==> src/rtl/usb_susp_pkg.sv <==
package usb_susp_pkg;
    localparam int EV_N     = 4;
    localparam int EV_SOF   = 0;
    localparam int EV_RST   = 1;
    localparam int EV_SUSP  = 2;
    localparam int EV_ESUSP = 3;

    typedef logic [EV_N-1:0] ev_vec_t;
endpackage

==> src/rtl/usb_ms_prescaler.sv <==
module usb_ms_prescaler #(
    parameter int CLK_HZ = 48_000_000
) (
    input  logic clk,
    input  logic rst_n,
    input  logic restart,
    output logic tick
);
    localparam int CYC = (CLK_HZ / 1000 < 1) ? 1 : CLK_HZ / 1000;
    localparam int W   = (CYC < 2) ? 1 : $clog2(CYC);
    localparam logic [W-1:0] LAST = W'(CYC - 1);

    typedef struct packed {
        logic [W-1:0] cnt;
    } st_t;

    st_t st_d, st_q;

    always_comb begin
        st_d = st_q;
        tick = 1'b0;
        if (restart) begin
            st_d.cnt = '0;
        end else if (st_q.cnt == LAST) begin
            st_d.cnt = '0;
            tick     = 1'b1;
        end else begin
            st_d.cnt = st_q.cnt + 1'b1;
        end
    end

    always_ff @(posedge clk or negedge rst_n) begin
        if (!rst_n) st_q <= '0;
        else        st_q <= st_d;
    end

    // the divider never runs past one millisecond of cycles
    assert_cnt_bound_R2: assert property (@(posedge clk) disable iff (!rst_n)
        st_q.cnt <= LAST);
endmodule

==> src/rtl/usb_idle_tracker.sv <==
module usb_idle_tracker #(
    parameter int SUSP_MS = 3
) (
    input  logic clk,
    input  logic rst_n,
    input  logic tick,
    input  logic activity,
    input  logic sof,
    output logic susp_evt,
    output logic esusp_evt,
    output logic wake,
    output logic suspended
);
    localparam int CW = $clog2(SUSP_MS + 1);
    localparam logic [CW-1:0] SAT    = CW'(SUSP_MS);
    localparam logic [CW-1:0] BEFORE = CW'(SUSP_MS - 1);

    typedef struct packed {
        logic [CW-1:0] idle_cnt;
        logic          susp;
        logic          wake;
    } st_t;

    st_t st_d, st_q;

    always_comb begin
        st_d      = st_q;
        susp_evt  = 1'b0;
        esusp_evt = 1'b0;
        if (sof && st_q.wake) begin
            st_d.wake = 1'b0;
        end
        if (activity) begin
            st_d.idle_cnt = '0;
            if (st_q.susp) begin
                esusp_evt = 1'b1;
                st_d.susp = 1'b0;
                st_d.wake = 1'b1;
            end
        end else if (tick && st_q.idle_cnt != SAT) begin
            st_d.idle_cnt = st_q.idle_cnt + 1'b1;
            if (st_q.idle_cnt == BEFORE && !st_q.susp) begin
                susp_evt  = 1'b1;
                st_d.susp = 1'b1;
            end
        end
    end

    always_ff @(posedge clk or negedge rst_n) begin
        if (!rst_n) st_q <= '0;
        else        st_q <= st_d;
    end

    assign wake      = st_q.wake;
    assign suspended = st_q.susp;

    // the idle count saturates at the threshold
    assert_idle_sat_R3: assert property (@(posedge clk) disable iff (!rst_n)
        st_q.idle_cnt <= SAT);
    // entering suspend requires an idle cycle
    assert_susp_idle_R2: assert property (@(posedge clk) disable iff (!rst_n)
        $rose(st_q.susp) |-> !$past(activity));
    // suspend is held while the bus stays idle
    assert_susp_hold_R4: assert property (@(posedge clk) disable iff (!rst_n)
        st_q.susp && !activity |=> st_q.susp);
    // wake rises only from activity during suspend
    assert_wake_rise_R5: assert property (@(posedge clk) disable iff (!rst_n)
        $rose(st_q.wake) |-> $past(activity) && $past(st_q.susp));
    // wake falls only on a start-of-frame
    assert_wake_fall_R7: assert property (@(posedge clk) disable iff (!rst_n)
        $fell(st_q.wake) |-> $past(sof));
endmodule

==> src/rtl/usb_event_regs.sv <==
module usb_event_regs
    import usb_susp_pkg::*;
(
    input  logic    clk,
    input  logic    rst_n,
    input  ev_vec_t set_ev,
    input  logic    clr_we,
    input  ev_vec_t clr_data,
    input  logic    mask_we,
    input  ev_vec_t mask_data,
    output ev_vec_t flags,
    output ev_vec_t mask,
    output logic    irq
);
    typedef struct packed {
        ev_vec_t flags;
        ev_vec_t mask;
    } st_t;

    st_t     st_d, st_q;
    ev_vec_t flag_nxt;

    for (genvar i = 0; i < EV_N; i++) begin : g_flag
        logic kill;
        assign kill        = clr_we && !clr_data[i];
        assign flag_nxt[i] = set_ev[i] || (st_q.flags[i] && !kill);

        // a flag holds unless its clear bit is written as 0
        assert_sticky_R9: assert property (@(posedge clk) disable iff (!rst_n)
            st_q.flags[i] && !kill |=> st_q.flags[i]);
        // an event sets its flag in the next cycle
        assert_set_R6: assert property (@(posedge clk) disable iff (!rst_n)
            set_ev[i] |=> st_q.flags[i]);
    end

    always_comb begin
        st_d       = st_q;
        st_d.flags = flag_nxt;
        if (mask_we) st_d.mask = mask_data;
    end

    always_ff @(posedge clk or negedge rst_n) begin
        if (!rst_n) st_q <= '0;
        else        st_q <= st_d;
    end

    assign flags = st_q.flags;
    assign mask  = st_q.mask;
    assign irq   = |(st_q.flags & st_q.mask);

    // a fully masked block never interrupts
    assert_mask_quiet_R10: assert property (@(posedge clk) disable iff (!rst_n)
        st_q.mask == '0 |-> !irq);
endmodule

==> src/rtl/usb_susp_det.sv <==
module usb_susp_det
    import usb_susp_pkg::*;
#(
    parameter int CLK_HZ  = 48_000_000,
    parameter int SUSP_MS = 3
) (
    input  logic            clk,
    input  logic            rst_n,
    input  logic            bus_activity,
    input  logic            sof_pulse,
    input  logic            bus_reset,
    input  logic            flag_clr_we,
    input  logic [EV_N-1:0] flag_clr_data,
    input  logic            mask_we,
    input  logic [EV_N-1:0] mask_data,
    output logic [EV_N-1:0] flags,
    output logic [EV_N-1:0] mask,
    output logic            irq,
    output logic            wake,
    output logic            suspended
);
    logic    ms_tick;
    logic    susp_evt;
    logic    esusp_evt;
    ev_vec_t set_ev;

    usb_ms_prescaler #(.CLK_HZ(CLK_HZ)) u_presc (
        .clk     (clk),
        .rst_n   (rst_n),
        .restart (bus_activity),
        .tick    (ms_tick)
    );

    usb_idle_tracker #(.SUSP_MS(SUSP_MS)) u_idle (
        .clk       (clk),
        .rst_n     (rst_n),
        .tick      (ms_tick),
        .activity  (bus_activity),
        .sof       (sof_pulse),
        .susp_evt  (susp_evt),
        .esusp_evt (esusp_evt),
        .wake      (wake),
        .suspended (suspended)
    );

    always_comb begin
        set_ev           = '0;
        set_ev[EV_SOF]   = sof_pulse;
        set_ev[EV_RST]   = bus_reset;
        set_ev[EV_SUSP]  = susp_evt;
        set_ev[EV_ESUSP] = esusp_evt;
    end

    usb_event_regs u_regs (
        .clk       (clk),
        .rst_n     (rst_n),
        .set_ev    (set_ev),
        .clr_we    (flag_clr_we),
        .clr_data  (flag_clr_data),
        .mask_we   (mask_we),
        .mask_data (mask_data),
        .flags     (flags),
        .mask      (mask),
        .irq       (irq)
    );

    // end-suspend only comes out of the suspended state
    assert_esusp_src_R11: assert property (@(posedge clk) disable iff (!rst_n)
        $rose(flags[EV_ESUSP]) |-> $past(suspended));
endmodule

==> config.mk <==
export PLATFORM = sky130hd
export DESIGN_NAME = usb_susp_det
export DESIGN_NICKNAME = d
export VERILOG_FILES = /design/src/rtl/usb_susp_pkg.sv /design/src/rtl/usb_ms_prescaler.sv /design/src/rtl/usb_idle_tracker.sv /design/src/rtl/usb_event_regs.sv /design/src/rtl/usb_susp_det.sv
export SDC_FILE = /design/constraint.sdc
export NUM_CORES = 1
export LEC_CHECK = 0
export CAP_MARGIN = 25
export CORE_MARGIN = 2
export CORE_UTILIZATION = 45
export CTS_CLUSTER_SIZE = 8
export DETAILED_ROUTE_END_ITERATION = 10
export GPL_TIMING_DRIVEN = 0
export PLACE_DENSITY = 0.74
export SETUP_SLACK_MARGIN = 0.02
export SYNTH_ARGS = -nofsm -noshare
export SYNTH_HDL_FRONTEND = slang
export SYNTH_SLANG_ARGS = --single-unit
==> constraint.sdc <==
create_clock -name clk -period 1.8 [get_ports clk]
set_clock_uncertainty 0.2 [all_clocks]
set_input_delay 0.36 -clock clk [delete_from_list [all_inputs] [get_ports clk]]
set_output_delay 0.36 -clock clk [all_outputs]
set_load 0.05 [all_outputs]
# Word-level counts from Yosys, hierarchy flattened
# Cells that the tools add are included.
# totals
wordCells	55
latchBits	0
reg_bits	28
in_bits	15
output_inout_bits	11
n_memories	0
mem_bits_ro	0
ram_bits	0
# op_classes
mul	0
eq_ne	3
n_reduce_logical	28
addsub	2
div	0
magnitude_cmp	0
bitwise_logic	1
shift	0
n_mux	15
# ops
op	count
16-bit 2-to-1 mux	2
16-bit by 1-bit adder with 16-bit output, second input constant	1
16-bit == test, second input constant	1
1-bit logical AND	11
1-bit 2-to-1 mux	11
1-bit zero test	9
3-bit 2-to-1 mux	2
4-bit bitwise AND	1
1-bit logical OR	4
2-bit nonzero test	2
4-bit OR reduction	1
2-bit by 1-bit adder with 2-bit output, second input constant	1
2-bit == test, second input constant	1
2-bit != test, second input constant	1
2-bit AND reduction	1

# Longest topological paths before layout
# depth
depth_word	7
mapped_depth	6
ltp_nobuf	5

# Modules after synthesis
# From an unflattened synthesis, not the netlist that was laid out.
# unflattened
cells_unflattened	125
area_unflattened_um2	1431.4
# by_module_without_submodules
mod	area_per_inst_um2	instances	cells_each	seq_area_each_um2
usb_ms_prescaler	888.4	1	81	400.4
usb_event_regs	319.1	1	23	200.2
usb_idle_tracker	224.0	1	21	100.1

# Least setup slack after synthesis
# No wires, ideal clock.
# synth_path
kind	reg2reg
start	register u_presc.st_q[0] (netlist bit)
end	register u_idle.st_q[2] (netlist bit)
setup_slack_ns	0.022
path_stages_with_launch	6
path_buffers	0
synth_period_minus_slack_ns	1.778
required_time_ns	1.473
setup_ns	0.127
t_arrival_ns	1.450
cell_sequence	dfrtp_1 -> ha_1 -> nand3_2 -> nor3_2 -> and3b_1 -> mux2_1
# synth_between
elab_chain_cells	5
# synth_lines
item	line	text
from (decl)	usb_ms_prescaler.sv:17	st_t st_d, st_q;
from (signal assigned)	usb_ms_prescaler.sv:34	else st_q <= st_d;
16-bit == test	usb_ms_prescaler.sv:24	end else if (st_q.cnt == LAST) begin
1-bit 2-to-1 mux	usb_ms_prescaler.sv:24	
1-bit 2-to-1 mux	usb_ms_prescaler.sv:22	if (restart) begin
1-bit logical AND	usb_idle_tracker.sv:40	end else if (tick && st_q.idle_cnt != SAT) begin
2-bit nonzero test (no line)	--	
to (signal assigned)	usb_idle_tracker.sv:51	else st_q <= st_d;
to (decl)	usb_idle_tracker.sv:24	st_t st_d, st_q;
# Every way passes these cells.
# A chain may end at the register's enable or synchronous reset.

# Final worst setup path
# layout_path
start	register u_regs.st_q, in the netlist u_regs.flags[0]
end	output port irq
# layout_between
elab_chain_cells	2
# layout_lines
item	line	text
from (decl)	usb_event_regs.sv:20	st_t st_d, st_q;
from (signal assigned)	usb_event_regs.sv:44	else st_q <= st_d;
4-bit bitwise AND	usb_event_regs.sv:49	assign irq = |(st_q.flags & st_q.mask);
4-bit OR reduction	usb_event_regs.sv:49	
to (decl)	usb_susp_det.sv:18	output logic irq,
# Every way passes these cells.

==> flow_metrics.tcl <==
set metrics [dict create \
    outcome "finished, final reports clean" \
    fp.dieH_um 58.4 \
    synth_flop_cell "dfrtp_1" \
    synth_mux_area_share_pct 5.07 \
    cp_data_arrival_time_ns 1.19 \
    synthSimpleGateAreaFrac_pct 22.6 \
    peakVddDrop_mv 0.558 \
    track_usage_pct 17.7 \
    cts_tree "built" \
    seqPwrFrac_pct 60.7 \
    clock_path_buffers 2 \
    tightest_slew_ns 0.451 \
    yosysWarningCount 0 \
    placed_cells 181 \
    crit_family "flip-flops" \
    synthesis.area_sq_um 1330 \
    final_cells 193 \
    drtAntennaViolNets 0 \
    gp_congestion 0.751 \
    drive_gt1_share_pct 27.8 \
    grt_pass1_vias 1082 \
    crit_buf_inv 1 \
    synth_top_family_by_area "simple AND/OR/NAND/NOR gates" \
    min_period_ns 1.75 \
    cts_root_buf "clkbuf_4" \
    switching_share_pct 26.7 \
    period_share_pct 97.1 \
    grt_max_degree 22 \
    place.port_buffers 24 \
    max_slew_margin_pct 69.8 \
    regToRegEndpoint "u_idle.st_q[3]" \
    min_path_type "in -> async" \
    num-nets-final 182 \
    num_rows 19 \
    post-route-drc-count 0 \
    final_cell_mix "26 x dfrtp_1, 20 x nor2_1, 13 x clkdlybuf4s50_1, 12 x xnor2_1, 10 x buf_4" \
    rr_worst_depth 4 \
    final_hold_viol_count 0 \
    crit_slowest_cell "dfrtp_1" \
    synth-xor-area-share_pct 8.54 \
    crit_type "reg -> out" \
    synth.avg_cell_area_sq_um 10.7 \
    firstDrtPassIters 4 \
    cts_buffers 3 \
    cts_max_level 1 \
    maxCapViolCount 0 \
    insertion_delay_ns 0.32 \
    cp_num_cells 3 \
    wl_um 2760 \
    critPathLaunchType "register" \
    synth.area.top_cells "dfrtp_1 53%, xnor2_1 7.9%, nor2_1 5.6%" \
    max_freq_mhz 572 \
    dieArea_sq_um 3420 \
    antenna_cells 0 \
    p_int_mw 0.801 \
    ios 26 \
    reg2reg_slack_ns 0.08 \
    synth_seq_cells 28 \
    power-per-cell-area_nw_per_um2 611 \
    p_sw_mw 0.292 \
    crit_chain "a22oi_1 -> nand2_1 -> buf_6" \
    ys_seq_area_share_pct 52.5 \
    initial_utilization_pct 48.0 \
    synth.net_count 143 \
    cpPeakStageDelay_ns 0.43 \
    fp.dieW_um 58.4 \
    synth_top_area_share_pct 52.5 \
    path_clk_slew_ns 0.13 \
    fin_util_pct 64.4 \
    power.leakage_nw 0.721 \
    coreArea_sq_um 2780 \
    final_common_cell "dfrtp_1" \
    avgViaCountPerCell 5.32 \
    synthAdderAreaFrac_pct 2.81 \
    overflow 0 \
    yosysTopAreaCell "dfrtp_1" \
    r2r_start "u_presc.st_q[4]" \
    cts_num_sinks 28 \
    power_frac_comb_pct 16.3 \
    rsz0062_at_grt "yes" \
    cp.required_ns 1.24 \
    async_reset_ff_share_pct 100 \
    synth-compound-area-share_pct 5.35 \
    grt_pass1_wl_um 4660 \
    antenna_found_initial 0 \
    synth_cell_type_count 30 \
    wire_per_inst_um 14.3 \
    fin_setup_tns_ns 0 \
    power_frac_clock_pct 23.0 \
    setup_violations 0 \
    vias 1027 \
    crit_fanout 3 \
    finalMaxSlewViolations 0 \
    drt_iter0_markers 27 \
    syn_to_final_growth_pct 34.2 \
    netlist_instances 125 \
    synth_edf_count 0 \
    cp-end-kind "primary output" \
    fillers 225 \
    dpl.hpwl_um 1900 \
]
==> kinds of logic (layout without fill, tap and decap cells) <==
logic type	count (synthesis)	count (layout)
and+or+nand+nor	53	53
xor gates and xnor gates	13	13
DFF	28	28
adders and majority gates	3	3
buffers and inverters	10	47
muxes	6	6
AOI/OAI and AO/OA	12	12
==> synthesized netlist by cell type, types with 2 or more instances <==
cell type  number
dfrtp_1        28
nor2_1         20
xnor2_1        12
inv_1           8
nand2_1         7
o21ai_0         6
mux2_2          4
nor3_1          4
nor4_2          4
ha_1            3
nand2b_1        3
nand3_1         3
nand4_1         3
a22oi_1         2
mux2_1          2
nand3_2         2
==> through the flow <==
| step | hold slack, ns | cell area (sq um) | setup WS, ns | power [mW] |
|---|---|---|---|---|
| after floorplan | -0.136 | 1330 | 0.0224 | 0.759 |
| after global placement | 0.268 | 1610 | -0.199 | 0.838 |
| after detailed placement | 0.277 | 1640 | -0.204 | 0.850 |
| after CTS | 0.149 | 1740 | 0.0214 | 1.09 |
| after global routing | 0.158 | 1790 | -0.0389 | 1.15 |
| final | 0.141 | 1790 | 0.0526 | 1.09 |
==> cell type report <==
| class | instances | area [sq um] | area share [%] |
|---|---|---|---|
| sequential | 28 | 703 | 39.3 |
| timing repair buffer | 34 | 330 | 18.4 |
| buffer | 2 | 11.3 | 0.629 |
| inverter | 8 | 30.0 | 1.68 |
| tap | 31 | 38.8 | 2.17 |
| clock buffer | 3 | 22.5 | 1.26 |
| multi-input combinational | 87 | 654 | 36.5 |
==> timing repair <==
item                       CTS  global route
resized for setup           38            13
buffers inserted             4             5
pin swaps                    1             2
setup endpoints to repair   26            17
hold buffers                 0             0
==> routing by layer <==
layer | vias to the layer above | GRT usage [%] | share of wire [%]
met4 | 0 | 5.98 | 0.62
met1 | 500 | 21.3 | 43
met2 | 24 | 32.3 | 51
li1 | 501 | - | -
met3 | 2 | 2.42 | 5.6
met5 | - | 0 | 0
==> how the worst max path moves through the flow <==
stage,start,end,slack [ns]
2_1_floorplan,u_presc.st_q[0],u_idle.st_q[2],0.02
4_1_cts,u_presc.st_q[9],u_idle.st_q[3],0.02
5_1_grt,u_regs.flags[0],irq,-0.04
3_3_place_gp,rst_n,u_presc.st_q[11],-0.20
6_report,u_regs.flags[0],irq,0.05
3_5_place_dp,u_presc.st_q[0],u_idle.st_q[3],-0.20
==> sequential cells by signal, summed over array words and instances, names as in the netlist <==
| name | cells |
|---|---|
| u_presc.st_q | 16 |
| u_regs.flags | 4 |
| u_regs.mask | 4 |
| u_idle.st_q | 2 |
| u_idle.suspended | 1 |
| u_idle.wake | 1 |
==> power by group through the flow <==
stage               sequential (mW)  combinational, mW  clock [mW]
floorplan                     0.714             0.0458           0
global placement              0.672              0.166           0
detailed placement            0.673              0.177           0
CTS                           0.663              0.176       0.256
global route                  0.667              0.195       0.285
finish                        0.664              0.179       0.252
No activity file was read; power rests on OpenSTA's default activity.
